===== src/rtl/cfgbank_pkg.sv =====
// Shared constants and types for the pointer/data configuration bank.
// Assumes two banks selected by a single pointer bit.
package cfgbank_pkg;
    localparam int PTR_W   = 8;
    localparam int DATA_W  = 16;
    localparam int BYTE_W  = 8;
    localparam int IDX_W   = 3;
    localparam int IDX_LAST = 6;
    localparam int CHAN_W  = 1;
    localparam int NCH     = 1 << CHAN_W;
    localparam int RA_HI_W = 2;
    localparam int RA_W    = BYTE_W + RA_HI_W;

    // Pointer bit positions: the host software encodes these.
    localparam int P_AUTO   = 7;
    localparam int P_WS     = 6;
    localparam int P_BURST  = 5;
    localparam int P_DEVSEL = 4;
    localparam int P_CHAN   = 3;

    // Index-3 option bit positions.
    localparam int RA_EN_BIT  = 7;
    localparam int RA_CLR_BIT = 6;
    localparam int RA_M4_BIT  = 4;

    localparam logic [PTR_W-1:0]  PTR_RST  = 8'h50;
    localparam logic [PTR_W-1:0]  PTR_RMASK = 8'hDF;
    localparam logic [BYTE_W-1:0] GEN_RST  = 8'h01;
    localparam logic [BYTE_W-1:0] GEN_MASK = 8'hFB;
    localparam logic [BYTE_W-1:0] DTIM_RST = 8'hF5;
    localparam logic [BYTE_W-1:0] CTIM_RST = 8'hDE;

    typedef enum logic [IDX_W-1:0] {
        IX_CMD  = 3'd0,
        IX_GEN  = 3'd1,
        IX_RALO = 3'd2,
        IX_RAHI = 3'd3,
        IX_CTL  = 3'd4,
        IX_DTIM = 3'd5,
        IX_CTIM = 3'd6,
        IX_NONE = 3'd7
    } idx_e;

    // Command base default for a bank.
    function automatic logic [DATA_W-1:0] cmd_rst(input int ch);
        return (ch == 0) ? 16'h01F0 : 16'h0170;
    endfunction

    // Control base default for a bank.
    function automatic logic [DATA_W-1:0] ctl_rst(input int ch);
        return (ch == 0) ? 16'h03F6 : 16'h0376;
    endfunction
endpackage


===== src/rtl/cfgbank_ptr.sv =====
// Pointer register with index auto-step.
// A pointer write always wins over an auto-step in the same cycle.
// Assumes 'access' is high for any data-port read or write.
module cfgbank_ptr
    import cfgbank_pkg::*;
(
    input  logic             clk,
    input  logic             rst_n,
    input  logic             we,
    input  logic [PTR_W-1:0] wdata,
    input  logic             access,
    output logic [PTR_W-1:0] ptr_q
);
    logic [IDX_W-1:0] idx_next;

    // Next index after an auto-step, wrapping past the last index.
    always_comb begin
        if (ptr_q[IDX_W-1:0] >= IDX_W'(IDX_LAST))
            idx_next = '0;
        else
            idx_next = ptr_q[IDX_W-1:0] + 1'b1;
    end

    // Pointer state: load, auto-step, or hold.
    always_ff @(posedge clk) begin
        if (!rst_n)
            ptr_q <= PTR_RST;
        else if (we)
            ptr_q <= wdata;
        else if (access && ptr_q[P_AUTO])
            ptr_q[IDX_W-1:0] <= idx_next;
    end
endmodule


===== src/rtl/cfgbank_chan.sv =====
// One channel bank of seven configuration registers.
// Writes land only when 'sel' is high. Indexes 2, 3 and 7 read as zero.
// Index 3 bit 6 yields a registered one-cycle FIFO clear strobe.
module cfgbank_chan
    import cfgbank_pkg::*;
#(
    parameter logic [DATA_W-1:0] CMD_RST = 16'h01F0,
    parameter logic [DATA_W-1:0] CTL_RST = 16'h03F6
) (
    input  logic              clk,
    input  logic              rst_n,
    input  logic              sel,
    input  logic              we,
    input  logic [IDX_W-1:0]  idx,
    input  logic [DATA_W-1:0] wdata,
    output logic [DATA_W-1:0] rdata,
    output logic [DATA_W-1:0] cmd_base,
    output logic [DATA_W-1:0] ctl_base,
    output logic [BYTE_W-1:0] gen_cfg,
    output logic [RA_W-1:0]   ra_count,
    output logic              ra_enable,
    output logic              mode4_en,
    output logic              fifo_clr,
    output logic [BYTE_W-1:0] dport_tim,
    output logic [BYTE_W-1:0] cport_tim
);
    logic              hit;
    logic [BYTE_W-1:0] ra_lo;
    logic [RA_HI_W-1:0] ra_hi;
    idx_e              ix;

    assign hit = sel && we;
    assign ix  = idx_e'(idx);
    assign ra_count = {ra_hi, ra_lo};

    // Register writes for the addressed index.
    always_ff @(posedge clk) begin
        if (!rst_n) begin
            cmd_base  <= CMD_RST;
            ctl_base  <= CTL_RST;
            gen_cfg   <= GEN_RST;
            ra_lo     <= '0;
            ra_hi     <= '0;
            ra_enable <= 1'b0;
            mode4_en  <= 1'b0;
            dport_tim <= DTIM_RST;
            cport_tim <= CTIM_RST;
        end else if (hit) begin
            case (ix)
                IX_CMD:  cmd_base  <= wdata;
                IX_GEN:  gen_cfg   <= wdata[BYTE_W-1:0] & GEN_MASK;
                IX_RALO: ra_lo     <= wdata[BYTE_W-1:0];
                IX_RAHI: begin
                    ra_hi     <= wdata[RA_HI_W-1:0];
                    ra_enable <= wdata[RA_EN_BIT];
                    mode4_en  <= wdata[RA_M4_BIT];
                end
                IX_CTL:  ctl_base  <= wdata;
                IX_DTIM: dport_tim <= wdata[BYTE_W-1:0];
                IX_CTIM: cport_tim <= wdata[BYTE_W-1:0];
                default: ;
            endcase
        end
    end

    // FIFO clear strobe: high for one cycle after a clearing write.
    always_ff @(posedge clk) begin
        if (!rst_n)
            fifo_clr <= 1'b0;
        else
            fifo_clr <= hit && (ix == IX_RAHI) && wdata[RA_CLR_BIT];
    end

    // Read view of the addressed index.
    always_comb begin
        case (ix)
            IX_CMD:  rdata = cmd_base;
            IX_GEN:  rdata = {{(DATA_W-BYTE_W){1'b0}}, gen_cfg};
            IX_CTL:  rdata = ctl_base;
            IX_DTIM: rdata = {{(DATA_W-BYTE_W){1'b0}}, dport_tim};
            IX_CTIM: rdata = {{(DATA_W-BYTE_W){1'b0}}, cport_tim};
            default: rdata = '0;
        endcase
    end
endmodule


===== src/rtl/cfgbank_top.sv =====
// Top of the pointer/data configuration bank.
// The pointer selects the bank and index. Data-port reads are combinational.
// Assumes the host never needs the write-only pointer bit 5 read back.
module cfgbank_top
    import cfgbank_pkg::*;
(
    input  logic                     clk,
    input  logic                     rst_n,
    input  logic                     ptr_we,
    input  logic [PTR_W-1:0]         ptr_wdata,
    output logic [PTR_W-1:0]         ptr_rdata,
    input  logic                     dat_we,
    input  logic                     dat_re,
    input  logic [DATA_W-1:0]        dat_wdata,
    output logic [DATA_W-1:0]        dat_rdata,
    output logic                     posted_ws,
    output logic                     burst_off,
    output logic                     devsel_med,
    output logic [NCH*DATA_W-1:0]    cmd_base,
    output logic [NCH*DATA_W-1:0]    ctl_base,
    output logic [NCH*BYTE_W-1:0]    gen_cfg,
    output logic [NCH*RA_W-1:0]      ra_count,
    output logic [NCH-1:0]           ra_enable,
    output logic [NCH-1:0]           mode4_en,
    output logic [NCH-1:0]           fifo_clr,
    output logic [NCH*BYTE_W-1:0]    dport_tim,
    output logic [NCH*BYTE_W-1:0]    cport_tim
);
    logic [PTR_W-1:0]  ptr_q;
    logic [CHAN_W-1:0] chan;
    logic [IDX_W-1:0]  idx;
    logic [DATA_W-1:0] chan_rd [NCH];

    cfgbank_ptr u_ptr (
        .clk    (clk),
        .rst_n  (rst_n),
        .we     (ptr_we),
        .wdata  (ptr_wdata),
        .access (dat_we || dat_re),
        .ptr_q  (ptr_q)
    );

    assign chan       = ptr_q[P_CHAN -: CHAN_W];
    assign idx        = ptr_q[IDX_W-1:0];
    assign ptr_rdata  = ptr_q & PTR_RMASK;
    assign posted_ws  = ptr_q[P_WS];
    assign burst_off  = ptr_q[P_BURST];
    assign devsel_med = ptr_q[P_DEVSEL];
    assign dat_rdata  = chan_rd[chan];

    for (genvar ch = 0; ch < NCH; ch++) begin : g_chan
        cfgbank_chan #(
            .CMD_RST (cmd_rst(ch)),
            .CTL_RST (ctl_rst(ch))
        ) u_chan (
            .clk       (clk),
            .rst_n     (rst_n),
            .sel       (chan == CHAN_W'(ch)),
            .we        (dat_we),
            .idx       (idx),
            .wdata     (dat_wdata),
            .rdata     (chan_rd[ch]),
            .cmd_base  (cmd_base[ch*DATA_W +: DATA_W]),
            .ctl_base  (ctl_base[ch*DATA_W +: DATA_W]),
            .gen_cfg   (gen_cfg[ch*BYTE_W +: BYTE_W]),
            .ra_count  (ra_count[ch*RA_W +: RA_W]),
            .ra_enable (ra_enable[ch]),
            .mode4_en  (mode4_en[ch]),
            .fifo_clr  (fifo_clr[ch]),
            .dport_tim (dport_tim[ch*BYTE_W +: BYTE_W]),
            .cport_tim (cport_tim[ch*BYTE_W +: BYTE_W])
        );
    end
endmodule


===== config.mk =====
export PLATFORM = sky130hd
export DESIGN_NAME = cfgbank_top
export DESIGN_NICKNAME = d
export VERILOG_FILES = /design/src/rtl/cfgbank_pkg.sv /design/src/rtl/cfgbank_ptr.sv /design/src/rtl/cfgbank_chan.sv /design/src/rtl/cfgbank_top.sv
export SDC_FILE = /design/constraint.sdc
export NUM_CORES = 1
export LEC_CHECK = 0
export BUFFER_PORTS_ARGS = -buffer_cell sky130_fd_sc_hd__clkbuf_2
export CAP_MARGIN = 40
export CORE_AREA = 5 5 119 121
export CTS_CLUSTER_DIAMETER = 40
export DETAILED_ROUTE_END_ITERATION = 8
export DIE_AREA = 0 0 124 126
export PLACE_DENSITY = 0.74
export SYNTH_ARGS = -nofsm -noshare
export SYNTH_HDL_FRONTEND = slang
export SYNTH_SLANG_ARGS = --single-unit

===== constraint.sdc =====
create_clock -name clk -period 3 [get_ports clk]
set_clock_uncertainty 0.1 [all_clocks]
set_input_delay 0.15 -clock clk [delete_from_list [all_inputs] [get_ports clk]]
set_output_delay 0.15 -clock clk [all_outputs]
set_load 0.005 [all_outputs]

==> results of run 1 <==
==> routing by layer <==
layer  vias to the layer above  GRT usage
met5                         -          0
met4                         0     0.0954
met3                        42     0.0587
met2                       325      0.405
met1                      2936      0.367
li1                       2924          -
==> layout by cell type (no fill, tap or decap), types with 13 or more instances in the layout <==
master	instances
clkbuf_16	17
nor2b_1	17
clkbuf_2	190
nand2_1	269
a21boi_0	22
nand3_1	65
dfxtp_1	143
a21oi_1	51
a221oi_1	14
mux2i_1	13
dlygate4sd3_1	16
==> state kept, by name (all words and copies together), names as in the netlist <==
signal                   count
g_chan.u_chan.cmd_base      32
g_chan.u_chan.ctl_base      32
g_chan.u_chan.cport_tim     16
g_chan.u_chan.dport_tim     16
g_chan.u_chan.ra_lo         16
g_chan.u_chan.gen_cfg       14
u_ptr.ptr_q                  8
g_chan.u_chan.ra_hi          4
g_chan.u_chan.fifo_clr       2
g_chan.u_chan.mode4_en       2
g_chan.u_chan.ra_enable      2
==> through the flow <==
stage | instance area (um^2) | std cells | util | hold slack, ps
floorplan | 6380 | 770 | - | 174
global placement | 7230 | 1080 | 0.557 | 269
detailed placement | 7230 | 1080 | 0.557 | 274
CTS | 7980 | 1127 | 0.615 | 70.4
global route | 7980 | 1127 | 0.615 | 80.1
finish | 7980 | 1127 | 0.615 | 71.3
==> final timing paths <==
path | startpoint | to | cells past startpoint
worst max-delay path | u_ptr.ptr_q[0]$_SDFFE_PN0P_ | dat_rdata[6] | 7
worst min-delay path | ptr_we | u_ptr.ptr_q[1]$_SDFFE_PN0P_ | 3
worst max register to register | u_ptr.ptr_q[0]$_SDFFE_PN0P_ | g_chan[1].u_chan.ra_lo[7]$_SDFFE_PN0P_ | 6
worst min register to register | g_chan[1].u_chan.ra_lo[0]$_SDFFE_PN0P_ | g_chan[1].u_chan.ra_lo[0]$_SDFFE_PN0P_ | 2
==> repair_timing <==
item,CTS,global route
resized for setup,0,1
hold endpoints to repair,40,0
hold buffers,16,0
endpoints found under the setup margin,0,1
setup buffers,0,0
==> cell type report <==
class	count	area [um^2]
Timing Repair Buffer	215	1180
Fill cell	1129	5000
Multi-Input combinational cell	556	3090
Clock buffer	25	485
Inverter	5	18.8
Clock inverter	6	105
Tap cell	176	220
Sequential cell	144	2880
==> critical path, stage by stage (launching register included) <==
cell and delay [ps]:
dfxtp_1 380, inv_1 110, ha_1 710, a22oi_1 280
a31oi_1 270, a21oi_1 100, nor2_1 160, clkbuf_2 150
==> cells by family (layout without fill, tap and decap cells) <==
logic type / after synthesis / in the layout / share of synthesized area
buf+inv: 70 / 251 / 0.0637
fa+ha+maj: 5 / 5 / 0.00982
compound gates: 120 / 120 / 0.127
other cells: 1 / 3 / 0.000589
mux: 32 / 32 / 0.0699
simple gates: 396 / 396 / 0.277
flops: 144 / 144 / 0.453
==> power by group through the flow <==
stage | logic [W] | clock network [W] | registers [W]
finish | 0.000574 | 0.00214 | 0.00202
global route | 0.000620 | 0.00224 | 0.00203
CTS | 0.000566 | 0.00214 | 0.00202
detailed placement | 0.000546 | 0 | 0.00206
global placement | 0.000540 | 0 | 0.00206
floorplan | 0.000369 | 0 | 0.00205
==> summary.md, run 1 <==
| Metric | Value |
|---|---|
| GRT Resource Usage Total | `0.265` |
| Power share of the combinational group | `0.121` |
| Port buffer count | `190` |
| Max Slew Vio Count | `0` |
| Clk pwr share | `0.451` |
| Initial Utilization | `0.491` |
| Fmax achieved | `353 MHz` |
| Die Width | `between 100 and 150 um` |
| WS Path Type | `register to output port` |
| Synth cell types | `49` |
| Internal Power | `0.00356 W` |
| Max VDD drop | `0.459 mV` |
| Async SR Flop Fraction | `0` |
| DP HPWL | `14.3 mm` |
| Crit start category | `register` |
| Row Count | `42` |
| Root Buffer | `clkbuf_16` |
| Routed vias | `6227` |
| Post-synth top area share | `0.453` |
| Worst-Skew Late Latency | `410 ps` |
| Area leader, netlist | `dfxtp_1` |
| Setup TNS Final | `0 ps` |
| Reg power frac | `0.427` |
| Vias in the first global route | `5631` |
| FF+latch count, synth | `144` |
| DRT met1 WL | `8.66 mm` |
| Primary FF master, synth | `dfxtp_1` |
| Grt ovf | `0` |
| Clock Sinks | `around 140` |
| CTS tree | `done` |
| Layout cells sized above 1 | `0.288` |
| Total CTS buffers | `17` |
| Max Cap Viol | `0` |
| Syn avg cell area | `8.29 um^2` |
| I/O Pins | `194` |
| First-pass GRT wire length | `32.1 mm` |
| Period minus WS final | `2830 ps` |
| Unrepaired setup endpoints after global routing | `false` |
| Synth top area cells | `dfxtp_1 45%, nand2_1 16%, nand3_1 5.1%, a21oi_1 4.0%, mux4_2 3.2%` |
| Final WL | `approximately 21 mm` |
| Mapped Cells | `between 700 and 800` |
| CP Data Required Time | `2750 ps` |
| Final Cycle Share | `0.945` |
| R2R Setup Slk | `between 500 and 600 ps` |
| Critical Path Fanout Max | `21` |
| CTS Buffer Depth | `2` |
| Maximum number of pins on one net before global-route repair | `87` |
| Net Sw Frac | `0.249` |
| DIE AREA | `between 15000 and 20000 um^2` |
| Hold Crit Class | `primary input to register` |
| DR WL met3 | `1.77 mm` |
| Leak | `about 3.5 nW` |
| Total power | `0.00473 W` |
| Die Ht | `126 um` |
| Number of vias per cell | `5.53` |
| Ys Warns | `0` |
| 1st-pass router iterations | `5` |
| Net Switching | `0.00118 W` |
| Sequential area share after synthesis | `0.453` |
| Power Density | `593 nW/um^2` |
| Worst setup margin | `between 150 and 200 ps` |
| Pre-CTS setup slack | `680 ps` |
| Number of diodes | `0` |
| Final Setup Violations | `0` |
| Top-count cell post-synth | `nand2_1` |
| Routed wl met2 | `between 9 and 10 mm` |
| Area grow syn2layout | `25.3%` |
| Clk pin slew, worst setup/hold paths | `60 ps` |
| Nets | `973` |
| H-tree depth | `4` |
| CP arrival | `about 2600 ps` |
| Routed Antenna Nets | `0` |
| Final hold viol count | `0` |
| Wirelength per Cell | `18.6 um` |
| Residual DRC | `0` |
| Worst slew pin tran | `843 ps` |
| Core area | `13000 um^2` |
| Critical path endpoint category | `output port` |
| Synthesized area | `about 6400 um^2` |
| Worst slew margin | `0.438` |
| Number of synthesized flops with an enable pin | `0` |
| Status | `finished clean` |
| GP Congestion | `0.886` |
| Initial antenna violation count | `0` |
| Top sig layer | `met4` |
| Synth cell count leaders | `269 x nand2_1, 144 x dfxtp_1, 65 x nand3_1, 51 x a21oi_1, 25 x clkbuf_1` |
| DRT iter0 DRCs | `618` |
Note: power is estimated with default switching activity, not from simulation.
==> inputs of run 2 (changes only) <==
Settings changed: ABC_CLOCK_PERIOD_IN_PS set to 3000, BUFFER_PORTS_ARGS -buffer_cell sky130_fd_sc_hd__clkbuf_2 to not set, DONT_BUFFER_PORTS set to 1, PLACE_DENSITY 0.74 to 0.61.
==> run 2 against run 1 <==
Core utilization shrank 5.2 points. Fmax grew 0.13%. Combinational power is 11% lower. Final cell count fell by 15%. Die area is the same. Sequential cell count unchanged. Critical endpoint unchanged. Global-route usage grew 0.14 points. Sequential power about the same. Setup slack better by 3.6 ps. Largest cell class unchanged. Design area fell by 8.5%.
==> summary.md, run 2 (synthesis results as in run 1) <==
| Metric | Value |
|---|---|
| Status | `finished clean (unchanged)` |
| Final hold viol count | `0 (unchanged)` |
| Total power | `0.00467 W (was 0.00473 W)` |
| Vias in the first global route | `5523 (was 5631)` |
| R2r worst-path depth | `6 (unchanged)` |
| Number of vias per cell | `5.80 (was 5.53)` |
| FF-to-FF Start | `u_ptr.ptr_q[0]$_SDFFE_PN0P_ (unchanged)` |
| Initial Utilization | `0.491 (unchanged)` |
| Critical Path Fanout Max | `19 (was 21)` |
| Min-delay src | `dat_we (was ptr_we)` |
| 1st-pass router iterations | `5 (unchanged)` |
| Residual DRC | `0 (unchanged)` |
| CTS Buffer Depth | `2 (unchanged)` |
| Setup TNS Final | `0 ps (unchanged)` |
| CP Data Required Time | `2750 ps (about the same)` |
| Largest regs | `g_chan.u_chan.cmd_base: 32 flops, g_chan.u_chan.ctl_base: 32 flops (unchanged)` |
| H-tree depth | `4 (unchanged)` |
| Final Cycle Share | `0.943 (was 0.945)` |
| Clk pwr share | `0.456 (was 0.451)` |
| Routed Antenna Nets | `0 (unchanged)` |
| Clock Sinks | `144 (unchanged)` |
| Worst-Skew Late Latency | `410 ps (about the same)` |
| I/O Pins | `194 (unchanged)` |
| Area grow syn2layout | `14.7% (was 25.3%)` |
| Core area | `13000 um^2 (unchanged)` |
| DRT iter0 DRCs | `548 (was 618)` |
| FILL cells | `1192 (was 1129)` |
| Max VDD drop | `0.360 mV (was 0.459 mV)` |
| Hold Crit Class | `primary input to register (unchanged)` |
| Hold Path Stages | `2 (was 3)` |
| Most frequent cells in the layout | `269 x nand2_1, 143 x dfxtp_1, 65 x nand3_1 (was 269 x nand2_1, 190 x clkbuf_2, 143 x dfxtp_1)` |
| Crit start category | `register (unchanged)` |
| Final Setup Violations | `0 (unchanged)` |
| Max Cap Viol | `0 (unchanged)` |
| Power share of the combinational group | `0.109 (was 0.121)` |
| Routed vias | `5579 (was 6227)` |
| GP Congestion | `0.816 (was 0.886)` |
| R2R Setup Slk | `270 ps (was 510 ps)` |
| Total CTS buffers | `17 (unchanged)` |
| Reg power frac | `0.435 (was 0.427)` |
| Worst slew margin | `0.443 (was 0.438)` |
| Net Switching | `0.00118 W (about the same)` |
| Layout cells sized above 1 | `0.118 (was 0.288)` |
| Critical path endpoint category | `output port (unchanged)` |
| Number of diodes | `0 (unchanged)` |
| CP arrival | `2580 ps (about the same)` |
| WS Path Type | `register to output port (unchanged)` |
| Port buffer count | `0 (was 190)` |
| Unrepaired setup endpoints after global routing | `false (unchanged)` |
| R2R Path End | `g_chan[0].u_chan.dport_tim[6]$_SDFFE_PN1P_ (was g_chan[1].u_chan.ra_lo[7]$_SDFFE_PN0P_)` |
| Net Sw Frac | `0.253 (was 0.249)` |
| CP Launch Point | `u_ptr.ptr_q[0]$_SDFFE_PN0P_ (unchanged)` |
| CTS tree | `done (unchanged)` |
| Fmax achieved | `353 MHz (about the same)` |
| Final hold slack | `8.27 ps (was 71.3 ps)` |
| Wirelength per Cell | `21.8 um (was 18.6 um)` |
| First-pass GRT wire length | `31.8 mm (was 32.1 mm)` |
| Nets | `807 (was 973)` |
| Max Slew Vio Count | `0 (unchanged)` |
| Final WL | `20.9 mm (about the same)` |
| Maximum number of pins on one net before global-route repair | `88 (was 87)` |
| Die Ht | `126 um (unchanged)` |
| Die Width | `124 um (unchanged)` |
| Hold EP | `g_chan[0].u_chan.fifo_clr$_SDFF_PN0_ (was u_ptr.ptr_q[1]$_SDFFE_PN0P_)` |
| Grt ovf | `0 (unchanged)` |
| Root Buffer | `clkbuf_16 (unchanged)` |
| GRT Resource Usage Total | `0.266 (was 0.265)` |
| Power Density | `640 nW/um^2 (was 593 nW/um^2)` |
| Clk pin slew, worst setup/hold paths | `60 ps (about the same)` |
| DIE AREA | `15600 um^2 (unchanged)` |
| Worst slew pin tran | `833 ps (was 843 ps)` |
| DP HPWL | `13.8 mm (was 14.3 mm)` |
| Commonest non-fill, non-tap cell in the layout | `nand2_1 (unchanged)` |
| Period minus WS final | `2830 ps (about the same)` |
| Leak | `2.79 nW (was 3.50 nW)` |
| Initial antenna violation count | `1 (was 0)` |
| Internal Power | `0.00349 W (was 0.00356 W)` |
| Row Count | `42 (unchanged)` |
## run 2: cell types whose count changed in the layout (fill, tap and decap cells not counted), sizes merged
cell         delta
buf             +5
dlygate4sd3    +19
clkbuf        -192
clkinvlp        +4
bufinv          -1
## run 2: worst max-delay path, stage by stage (launching register included)
cell	delay, ps
dfxtp_1	480
ha_1	740
buf_4	330
a22oi_1	90
a311oi_1	320
a21oi_1	70
nor2_1	130
## run 2: power groups by stage
stage / sequential [W] / clock, W / combinational, W
final: 0.00203 / 0.00213 / 0.000511
after global routing: 0.00204 / 0.00225 / 0.000555
after CTS: 0.00203 / 0.00216 / 0.000505
after detailed placement: 0.00207 / 0 / 0.000409
after global placement: 0.00207 / 0 / 0.000395
after floorplan: 0.00205 / 0 / 0.000369
## run 2: per-stage QoR
step,instances,setup WS [ps],utilization,cell area [um^2]
finish,962,170,0.563,7300
global route,962,25.6,0.563,7300
CTS,962,197,0.563,7300
detailed placement,894,666,0.487,6320
global placement,893,725,0.485,6300
floorplan,770,1170,-,6380
## run 2: cell type report
class,instances,area [um^2],share of cell area
multi-input combinational,556,3090,0.423
clock inverter,9,105,0.0144
tap,176,220,0.0302
inverter,5,18.8,0.00257
clock buffer,23,498,0.0682
sequential,144,2880,0.395
timing repair buffer,49,488,0.0668
## run 2: metal layers
layer	global-route usage	routed length [um]	share of wire
met1	0.327	8080	0.39
met5	0	13	0.00062
met2	0.421	9740	0.47
met3	0.105	2550	0.12
met4	0.0966	544	0.026
## run 2: worst max path at each step
stage / cells after the start / slack [ps] / end
floorplan: 8 / 1170 / dat_rdata[5]
finish: 6 / 170 / dat_rdata[6]
global placement: 5 / 720 / dat_rdata[4]
detailed placement: 6 / 670 / dat_rdata[6]
CTS: 6 / 200 / dat_rdata[6]
global route: 6 / 30 / dat_rdata[5]
## run 2: timing repair
item,in CTS,in global routing
hold buffers,36,0
buffers inserted,0,0
resized for setup,0,0
hold endpoints to repair,144,0
